<file path="src/rtl/rxf_pkg.sv">
package rxf_pkg;
    localparam int CHAR_W = 8;

    typedef struct packed {
        logic              brk;
        logic              perr;
        logic              ferr;
        logic [CHAR_W-1:0] ch;
    } rx_entry_t;

    localparam int ENTRY_W = $bits(rx_entry_t);

    // register addresses
    localparam logic [1:0] ADDR_DATA = 2'd0;
    localparam logic [1:0] ADDR_INTR = 2'd1;
    localparam logic [1:0] ADDR_CTRL = 2'd2;

    // interrupt source indices (enable and status use the same order)
    localparam int SRC_OVR = 0;
    localparam int SRC_THR = 1;
    localparam int SRC_TMO = 2;
    localparam int NSRC    = 3;

    localparam int STAT_LSB   = 8;
    localparam int NE_BIT     = 12;
    localparam int TMO_LSB    = 8;
    localparam int CLR_BIT    = 16;
    localparam int VALID_BIT  = ENTRY_W;
endpackage

</file>
<file path="src/rtl/rxf_store.sv">
module rxf_store
    import rxf_pkg::*;
#(
    parameter int DEPTH = 16
) (
    input  logic                         clk,
    input  logic                         rst_n,
    input  logic                         clr,
    input  logic                         push,
    input  logic                         pop,
    input  rx_entry_t                    wentry,
    output rx_entry_t                    rentry,
    output logic [$clog2(DEPTH+1)-1:0]   level,
    output logic                         empty,
    output logic                         full,
    output logic                         moved,
    output logic                         dropped
);
    localparam int PTR_W = (DEPTH > 1) ? $clog2(DEPTH) : 1;
    localparam int LVL_W = $clog2(DEPTH+1);
    localparam logic [PTR_W-1:0] LAST = PTR_W'(DEPTH-1);

    typedef struct packed {
        rx_entry_t [DEPTH-1:0] mem;
        logic [PTR_W-1:0]      wp;
        logic [PTR_W-1:0]      rp;
        logic [LVL_W-1:0]      lvl;
    } store_t;

    store_t st_d, st_q;
    logic   pop_ok, push_ok;

    always_comb begin
        st_d    = st_q;
        empty   = (st_q.lvl == '0);
        full    = (st_q.lvl == LVL_W'(DEPTH));
        pop_ok  = pop && !empty && !clr;
        push_ok = push && !clr && (!full || pop_ok);
        dropped = push && !clr && !push_ok;
        moved   = pop_ok || push_ok;
        if (clr) begin
            st_d.wp  = '0;
            st_d.rp  = '0;
            st_d.lvl = '0;
        end else begin
            if (push_ok) begin
                st_d.mem[st_q.wp] = wentry;
                st_d.wp = (st_q.wp == LAST) ? '0 : st_q.wp + 1'b1;
            end
            if (pop_ok) begin
                st_d.rp = (st_q.rp == LAST) ? '0 : st_q.rp + 1'b1;
            end
            if (push_ok && !pop_ok) begin
                st_d.lvl = st_q.lvl + 1'b1;
            end else if (pop_ok && !push_ok) begin
                st_d.lvl = st_q.lvl - 1'b1;
            end
        end
    end

    always_ff @(posedge clk or negedge rst_n) begin
        if (!rst_n) st_q <= '0;
        else        st_q <= st_d;
    end

    assign rentry = st_q.mem[st_q.rp];
    assign level  = st_q.lvl;

    AST_FULL_DROP_KEEPS: assert property (@(posedge clk) disable iff (!rst_n)
        (full && push && !pop && !clr) |=> (full && $stable(st_q.rp))) else $error("full push");
    AST_CLR_EMPTIES: assert property (@(posedge clk) disable iff (!rst_n)
        clr |=> empty) else $error("clear");
    AST_EMPTY_POP_INERT: assert property (@(posedge clk) disable iff (!rst_n)
        (empty && pop && !push) |=> (empty && $stable(st_q.rp))) else $error("empty pop");
endmodule

</file>
<file path="src/rtl/rxf_timer.sv">
module rxf_timer #(
    parameter int TMO_W = 4
) (
    input  logic             clk,
    input  logic             rst_n,
    input  logic             restart,
    input  logic             active,
    input  logic             tick,
    input  logic [TMO_W-1:0] limit,
    output logic             expired
);
    localparam logic [TMO_W-1:0] CMAX = '1;

    typedef struct packed {
        logic [TMO_W-1:0] cnt;
    } tmr_t;

    tmr_t tm_d, tm_q;

    always_comb begin
        tm_d = tm_q;
        if (restart || !active) begin
            tm_d.cnt = '0;
        end else if (tick && tm_q.cnt != CMAX) begin
            tm_d.cnt = tm_q.cnt + 1'b1;
        end
    end

    always_ff @(posedge clk or negedge rst_n) begin
        if (!rst_n) tm_q <= '0;
        else        tm_q <= tm_d;
    end

    assign expired = active && (limit != '0) && (tm_q.cnt >= limit);

    AST_TMO_RESTART: assert property (@(posedge clk) disable iff (!rst_n)
        restart |=> !expired) else $error("restart");
    AST_TMO_IDLE: assert property (@(posedge clk) disable iff (!rst_n)
        !active |=> !expired) else $error("idle count");
endmodule

</file>
<file path="src/rtl/rx_fifo_irq.sv">
module rx_fifo_irq
    import rxf_pkg::*;
#(
    parameter int DEPTH = 16,
    parameter int TMO_W = 4
) (
    input  logic              clk,
    input  logic              rst_n,
    input  logic              char_valid,
    input  logic [CHAR_W-1:0] char_data,
    input  logic              char_break,
    input  logic              char_perr,
    input  logic              char_ferr,
    input  logic              char_tick,
    input  logic              reg_rd,
    input  logic              reg_wr,
    input  logic [1:0]        reg_addr,
    input  logic [31:0]       reg_wdata,
    output logic [31:0]       reg_rdata,
    output logic              irq
);
    localparam int LVL_W = $clog2(DEPTH+1);
    localparam logic [LVL_W-1:0] THR_RST = LVL_W'(DEPTH/2);
    localparam logic [TMO_W-1:0] TMO_RST = TMO_W'(1);

    typedef struct packed {
        logic [NSRC-1:0]  en;
        logic [LVL_W-1:0] thr;
        logic [TMO_W-1:0] tmo;
        logic             ovr;
    } cfg_t;

    cfg_t cfg_d, cfg_q;

    rx_entry_t        wentry, rentry;
    logic [LVL_W-1:0] level;
    logic             empty, full, moved, dropped;
    logic             pop_req, clr_req, tmo_hit;
    logic [NSRC-1:0]  stat;

    assign wentry  = '{brk: char_break, perr: char_perr, ferr: char_ferr, ch: char_data};
    assign pop_req = reg_rd && (reg_addr == ADDR_DATA);
    assign clr_req = reg_wr && (reg_addr == ADDR_CTRL) && reg_wdata[CLR_BIT];

    rxf_store #(.DEPTH(DEPTH)) u_store (
        .clk(clk), .rst_n(rst_n), .clr(clr_req), .push(char_valid), .pop(pop_req),
        .wentry(wentry), .rentry(rentry), .level(level), .empty(empty), .full(full),
        .moved(moved), .dropped(dropped)
    );

    rxf_timer #(.TMO_W(TMO_W)) u_timer (
        .clk(clk), .rst_n(rst_n), .restart(moved || clr_req), .active(!empty),
        .tick(char_tick), .limit(cfg_q.tmo), .expired(tmo_hit)
    );

    always_comb begin
        cfg_d = cfg_q;
        if (reg_wr && reg_addr == ADDR_INTR) begin
            cfg_d.en = reg_wdata[NSRC-1:0];
        end
        if (reg_wr && reg_addr == ADDR_CTRL) begin
            cfg_d.thr = reg_wdata[LVL_W-1:0];
            cfg_d.tmo = reg_wdata[TMO_LSB +: TMO_W];
        end
        if (clr_req)      cfg_d.ovr = 1'b0;
        else if (dropped) cfg_d.ovr = 1'b1;
    end

    always_ff @(posedge clk or negedge rst_n) begin
        if (!rst_n) cfg_q <= '{en: '0, thr: THR_RST, tmo: TMO_RST, ovr: 1'b0};
        else        cfg_q <= cfg_d;
    end

    always_comb begin
        stat          = '0;
        stat[SRC_OVR] = cfg_q.ovr;
        stat[SRC_THR] = (cfg_q.thr != '0) && (level >= cfg_q.thr);
        stat[SRC_TMO] = tmo_hit;
    end

    assign irq = |(stat & cfg_q.en);

    always_comb begin
        reg_rdata = '0;
        unique case (reg_addr)
            ADDR_DATA: if (!empty) begin
                reg_rdata[ENTRY_W-1:0] = rentry;
                reg_rdata[VALID_BIT]   = 1'b1;
            end
            ADDR_INTR: begin
                reg_rdata[NSRC-1:0]             = cfg_q.en;
                reg_rdata[STAT_LSB +: NSRC]     = stat;
                reg_rdata[NE_BIT]               = !empty;
            end
            ADDR_CTRL: begin
                reg_rdata[LVL_W-1:0]            = cfg_q.thr;
                reg_rdata[TMO_LSB +: TMO_W]     = cfg_q.tmo;
            end
            default: reg_rdata = '0;
        endcase
    end

    AST_OVR_STICKY: assert property (@(posedge clk) disable iff (!rst_n)
        (cfg_q.ovr && !clr_req) |=> cfg_q.ovr) else $error("overrun lost");
    AST_OVR_ON_DROP: assert property (@(posedge clk) disable iff (!rst_n)
        dropped |=> cfg_q.ovr) else $error("overrun not set");
    AST_CLR_OVR: assert property (@(posedge clk) disable iff (!rst_n)
        clr_req |=> !cfg_q.ovr) else $error("overrun not cleared");
endmodule

</file>
<file path="config.mk">
export PLATFORM = sky130hd
export DESIGN_NAME = rx_fifo_irq
export DESIGN_NICKNAME = d
export VERILOG_FILES = /design/src/rtl/rxf_pkg.sv /design/src/rtl/rxf_store.sv /design/src/rtl/rxf_timer.sv /design/src/rtl/rx_fifo_irq.sv
export SDC_FILE = /design/constraint.sdc
export NUM_CORES = 1
export LEC_CHECK = 0
export ABC_AREA = 0
export CORE_MARGIN = 8
export CORE_UTILIZATION = 35
export CTS_BUF_LIST = sky130_fd_sc_hd__clkbuf_2 sky130_fd_sc_hd__clkbuf_4 sky130_fd_sc_hd__clkbuf_8
export CTS_CLUSTER_DIAMETER = 200
export DETAILED_ROUTE_END_ITERATION = 12
export SLEW_MARGIN = 10
export SYNTH_ARGS = -nofsm -noshare
export SYNTH_HDL_FRONTEND = slang
export SYNTH_SLANG_ARGS = --single-unit
</file>
<file path="constraint.sdc">
create_clock -name clk -period 3.15 [get_ports clk]
set_input_delay 0.4725 -clock clk [delete_from_list [all_inputs] [get_ports clk]]
set_output_delay 0.4725 -clock clk [all_outputs]
set_load 0.02 [all_outputs]
</file>
### Word-level counts from Yosys, hierarchy flattened

Cells that the tools add are included.

| storage, ports and cells | value |
|---|---|
| memories kept | 0 |
| latch bits | 0 |
| register bits | 206 |
| memory bits (writable) | 0 |
| memory bits (read-only) | 0 |
| word-level logic and storage cells | 149 |

| operators by class | value |
|---|---|
| magnitude comparators | 5 |
| multipliers | 0 |
| multiplexer cells | 23 |
| shift operators | 0 |
| add/subtract/negate cells | 5 |
| divide/modulo/power cells | 0 |
| reduce and logical (&&, ||, !) cells | 36 |
| eq/ne operators | 6 |
| bitwise operators | 2 |

Operator list:

| kind | number |
|---|---|
| 176-bit bitwise mux | 1 |
| 11-bit binary-select mux with 4-bit select | 1 |
| 11-bit demux with 4-bit select | 1 |
| 4-bit 2-to-1 mux | 6 |
| 11-bit 2-to-1 mux | 2 |
| 3-bit one-hot mux with 3 select lines | 2 |
| 1-bit logical AND | 16 |
| 13-bit 2-to-1 mux | 1 |
| 4-bit by 1-bit adder with 4-bit output, second input constant | 3 |
| 12-bit 2-to-1 mux | 1 |
| 4-bit by 5-bit less-than comparator with 1-bit output, second input constant | 2 |
| 5-bit 2-to-1 mux | 2 |
| 4-bit equality test, second input constant | 2 |
| 2-bit nonzero test | 4 |
| 5-bit by 1-bit adder with 5-bit output, second input constant | 1 |
| 5-bit equality test, second input constant | 1 |
| 5-bit greater-or-equal comparator | 1 |
| 1-bit logical NOT | 5 |
| 5-bit logical NOT | 1 |
| 5-bit nonzero test | 1 |
| 5-bit by 1-bit subtractor with 5-bit output, second input constant | 1 |
| 4-bit by 1-bit greater-or-equal comparator with 1-bit output, second input constant | 1 |
| 4-bit greater-or-equal comparator | 1 |
| 1-bit logical OR | 4 |
| 14 further kinds | 16 |

### Logic depth before layout (Yosys ltp)

| logic depth | value |
|---|---|
| depth after elaboration | 12 |
| gate-level depth with buffers | 12 |
| mapped depth without buffers | 10 |

### Hierarchy

From an unflattened synthesis, not the netlist that was laid out.

| second synthesis, totals | value |
|---|---|
| cells, all modules | 754 |
| area total of the unflattened synthesis | 10,243.6 um2 |

By module, submodules not included:

| module | area an instance (um2) | seq. area each (um2) | cells each | times used |
|---|---|---|---|---|
| rxf_store | 8,883.5 | 4,729.5 | 608 | 1 |
| rx_fifo_irq | 1,048.5 | 327.8 | 109 | 1 |
| rxf_timer | 311.5 | 100.1 | 37 | 1 |

### Worst setup path before layout

OpenSTA, ideal clock, no wires.

| path | value |
|---|---|
| kind | register to register |
| start | register u_store.st_q, in the netlist u_store.level[1] |
| end | register u_store.st_q, in the netlist u_store.level[4] |
| cell stages (with the launch flop) | 11 |
| path slack | 0.468 ns |
| data arrival time | 2.546 ns |
| clock period less this slack | 2.682 ns |
| data required time | 3.014 ns |
| path buffers | 1 |
| cell sequence | dfrtp_1 > nor4_1 > a211oi_1 > buf_2 > or3_1 > ha_1 > nor2b_1 > o21ai_0 > and4bb_2 > o21a_1 > nor3_1 |

| between the ends | value |
|---|---|
| word-level cells in the longest chain between the ends | 9 |

Ends and longest elaborated chain:

| element | RTL line | source |
|---|---|---|
| start, declared | rxf_store.sv:30 | `store_t st_d, st_q;` |
| start signal, assigned | rxf_store.sv:63 | `else st_q <= st_d;` |
| branches (longest 9 deep; another with 5-bit by 1-bit subtractor with 5-bit output) | -- |  |

Parallel ways; which one is timed is not known. The select of a mux whose other input is x is not followed.
A chain may end at the register's enable or synchronous reset.

### Final worst setup path

| path | value |
|---|---|
| start | register u_store.st_q[5] (netlist bit) |
| end | output port reg_rdata[7] |

| between the ends | value |
|---|---|
| word-level cells in the longest chain between the ends | 4 |

Ends and longest elaborated chain:

| element | RTL line | source |
|---|---|---|
| 11-bit binary-select mux with 4-bit select | rxf_store.sv:66 | `assign rentry = st_q.mem[st_q.rp];` |
| 11-bit 2-to-1 mux (implied by the code) | rxf_store.sv:66 |  |
| 12-bit 2-to-1 mux | rx_fifo_irq.sv:86 | `ADDR_DATA: if (!empty) begin` |
| 3-bit 2-to-1 mux | rx_fifo_irq.sv:85 | `unique case (reg_addr)` |
| end, declared | rx_fifo_irq.sv:19 | `output logic [31:0] reg_rdata,` |

No other way between the ends. The select of a mux whose other input is x is not followed.

==> flow_summary.ini <==
[run]
cap_violations = 0

[global_route]
grt_usage_pct = 13.7
grtUsageMet3_pct = 2.66
met1_usage_pct = 18.3
first_global_vias = 6635
top_usage_layer = met2
grt_pass1_wl_mm = 38.5
grt_max_degree = 101
grt_overflow = 0
antenna_found_initial = 0
met2_usage_pct = 22.1

[place]
gp_congestion = 0.779
place_hpwl_mm = 16.0
port_buffers = 42
place_area_um2 = 11500

[clock_network]
cts_buffer_depth = 3
clk_latency_ns = 0.53
numCtsBuffers = 36
cts.sinks = 206
cts_tree = done
htree_levels = 2
root_buffer = clkbuf_8
path_clk_slew_ns = 0.06

[yosys]
synth-compound-area-share_pct = 4.63
ys_ff_latch = 206
synth_edf_count = 0
seq_area_frac_synth_pct = 49.8
synth-simple-area-share_pct = 5.73
synth_xor_area_share_pct = 0.508
synth_top_family_by_area = multiplexers
synth_adder_area_share_pct = 2.37
synthesis.area_um2 = 10300
yosysWarningCount = 0
synth_ff_type = dfrtp_1
yosysUniqueCellTypes = 53
postSynthCellCount = 725
avgSynthCellArea_um2 = 14.3
muxShareOfSynthArea_pct = 32.3
async_flop_share_pct = 100

[finish]
fin_nets = 884
area_growth_pct = 18.8
num_antenna_cells = 0
final_cell_area_um2 = 12300
nFillCells = 2669
multi_input_area_um2 = 4830
seqCellArea_um2 = 5160
drive_gt1_share_pct = 47.0

[timing]
drv_slew = 0
worst_pin_slew_ns = 0.899
fin_tns_setup_ns = 0
skew_ns = 0.0144
maxClockFrequency_ghz = 0.322
relSlewSlack_pct = 40.1
min_period_ns = 3.11
hold_viol_final = 0
min_period_over_period_pct = 98.6
rsz0062_at_grt = yes
setup_viol = 0

[setup_path]
path_common_cell = mux4_2
critPathRequiredTime_ns = 2.68
crit_fanout = 8
r2r_start = u_store.level[1]
timing.critical_path.max_delay_family = multiplexers
cp-start-kind = register
cp_num_buf_inv = 3
max_stage_delay_ns = 0.54
slowest_stage = mux4_2
crit_type = reg -> out
r2r.worst_path.cells = 9
r2r_slack_ns = 0.31
worstPathArrival_ns = 2.63
path_cells = buf_12 -> buf_8 -> mux4_2 -> mux4_2 -> nor2b_1 -> buf_2
endpoint_kind = primary output
r2r_end = u_store.level[4]
crit_cells = 6

[power_and_ir_drop]
p_per_area_nw_per_um2 = 913
power_w = 0.0112
p_leak_nw = 5.55
ir_drop_uv = 372

[min_path]
hold_path_class = in -> async

[die]
dieArea_um2 = 35300
rows = 63
ios = 84
coreArea_um2 = 29400
initial_core_util_pct = 35.2
die_h_um = 188
fp.dieW_um = 188

[detailed_routing]
drt_iter0_markers = 426
wl_mm = 23.7
dr.pass1.iters = 4
drc = 0
wl_per_cell_um = 19.4
ant_nets = 0
vias = 6167
avgViaCountPerCell = 5.04

[run_status]
status = finished clean
## worst max-delay path by stage
stage                      from                to  slack [ns]
3_3_place_gp        reg_addr[0]      reg_rdata[3]       -0.02
3_5_place_dp        reg_addr[0]      reg_rdata[3]      -0.008
5_1_grt         u_store.st_q[5]      reg_rdata[7]       -0.05
2_1_floorplan  u_store.level[1]  u_store.level[4]        0.47
4_1_cts         u_store.st_q[5]     reg_rdata[10]       0.008
6_report        u_store.st_q[5]      reg_rdata[7]        0.04
## layer usage
| layer | routed length, µm | part of all wire, % |
|---|---|---|
| met5 | 0 | 0 |
| met4 | 454 | 1.9 |
| met3 | 1000 | 4.2 |
| met2 | 11400 | 48 |
| met1 | 10900 | 46 |
## timing repair
| action | 4_1_cts | 5_1_grt |
|---|---|---|
| hold endpoints to repair | 0 | 0 |
| hold buffers | 0 | 0 |
| gates resized for setup | 53 | 16 |
| setup endpoints to repair | 12 | 14 |
| buffers inserted | 3 | 0 |
| gates cloned | 1 | 0 |
| pin swaps | 1 | 5 |
## per-stage QoR
step | hold slack, ns | setup slack (ns) | cells | util [%]
4_1_cts | 0.0802 | 0.00767 | 1224 | 41.7
2_1_floorplan | 0.177 | 0.468 | 743 | -
3_3_place_gp | 0.482 | -0.0232 | 1162 | 39.0
3_5_place_dp | 0.487 | -0.00800 | 1162 | 39.0
5_1_grt | 0.0946 | -0.0536 | 1224 | 41.8
6_report | 0.0293 | 0.0446 | 1224 | 41.8
## cell usage in the layout, fill, tap and decap left out, types with 4 or more instances in the layout
cell type / instances
mux2_4: 40
clkbuf_8: 45
inv_1: 18
conb_1: 19
nor2b_1: 8
ha_1: 18
clkinv_2: 5
a21oi_1: 15
clkbuf_4: 5
dfrtp_1: 202
mux4_2: 47
nand2_1: 32
a211oi_1: 4
buf_4: 48
o21ai_0: 12
a22oi_2: 6
nand3_1: 9
a22o_1: 8
buf_12: 10
nor3_4: 4
nor2_1: 14
clkdlybuf4s50_1: 28
buf_2: 8
mux2_2: 148
o31ai_1: 6
## where the power goes
group | internal [W] | switching (W) | total (W)
Sequential | 0.00373 | 0.000638 | 0.00436
Clock | 0.00141 | 0.00109 | 0.00250
Combinational | 0.00259 | 0.00176 | 0.00436
Total | 0.00773 | 0.00349 | 0.0112
## final cells by class
class,instances,share of cell area [%]
Sequential cell,206,42.0
Multi-Input combinational cell,449,39.3
Timing Repair Buffer,103,8.28
Clock buffer,49,5.23
Tap cell,390,3.97
Clock inverter,9,0.672
Inverter,18,0.550
## state kept, by name, indices dropped and copies added (netlist names)
signal / cells
u_timer.tm_q: 4
cfg_q: 13
u_store.st_q: 184
u_store.level: 5
## synth_stat cells, types with 3 or more instances
cell	n	share of area (%)
o21ai_0	14	0.68
nand3_1	9	0.44
buf_6	6	0.65
xor2_1	3	0.25
a211oi_1	4	0.29
mux2_2	148	16
nor3_4	4	0.63
a21oi_1	15	0.73
nor4_1	3	0.18
a22oi_1	9	0.65
dfrtp_1	204	49
or3_1	3	0.18
inv_1	18	0.65
clkbuf_1	21	0.76
nor2_1	16	0.58
nand2_1	32	1.2
buf_2	21	1.0
nor3_1	3	0.15
a22o_1	8	0.68
nor2b_1	10	0.60
o31ai_1	6	0.44
buf_4	20	1.5
ha_1	18	2.2
mux2_4	40	5.8
nor3b_4	3	0.54
and2_1	3	0.18
xnor2_1	3	0.25
o211ai_1	3	0.22
mux4_2	47	10
## cells by family (layout without fill, tap and decap cells)
| group | count (synthesis) | in the layout |
|---|---|---|
| multiplexers | 236 | 236 |
| adder cells (fa/ha/maj) | 19 | 19 |
| AO/OA/AOI/OAI | 70 | 70 |
| AND/OR/NAND/NOR | 99 | 99 |
| XOR/XNOR | 6 | 6 |
| flip-flops | 206 | 206 |
| buffers and inverters | 88 | 179 |
| other | 1 | 19 |
## worst register-to-register path: stages, from the launching register on
cell and delay, ns:
dfrtp_1 0.44, nor4_1 0.53, a211oi_1 0.17, or3_1 0.46
ha_1 0.32, nor2b_1 0.13, o21ai_0 0.22, and4bb_2 0.27
o21a_1 0.13, nor3_1 0.04
No activity file was read; power rests on OpenSTA's default activity.
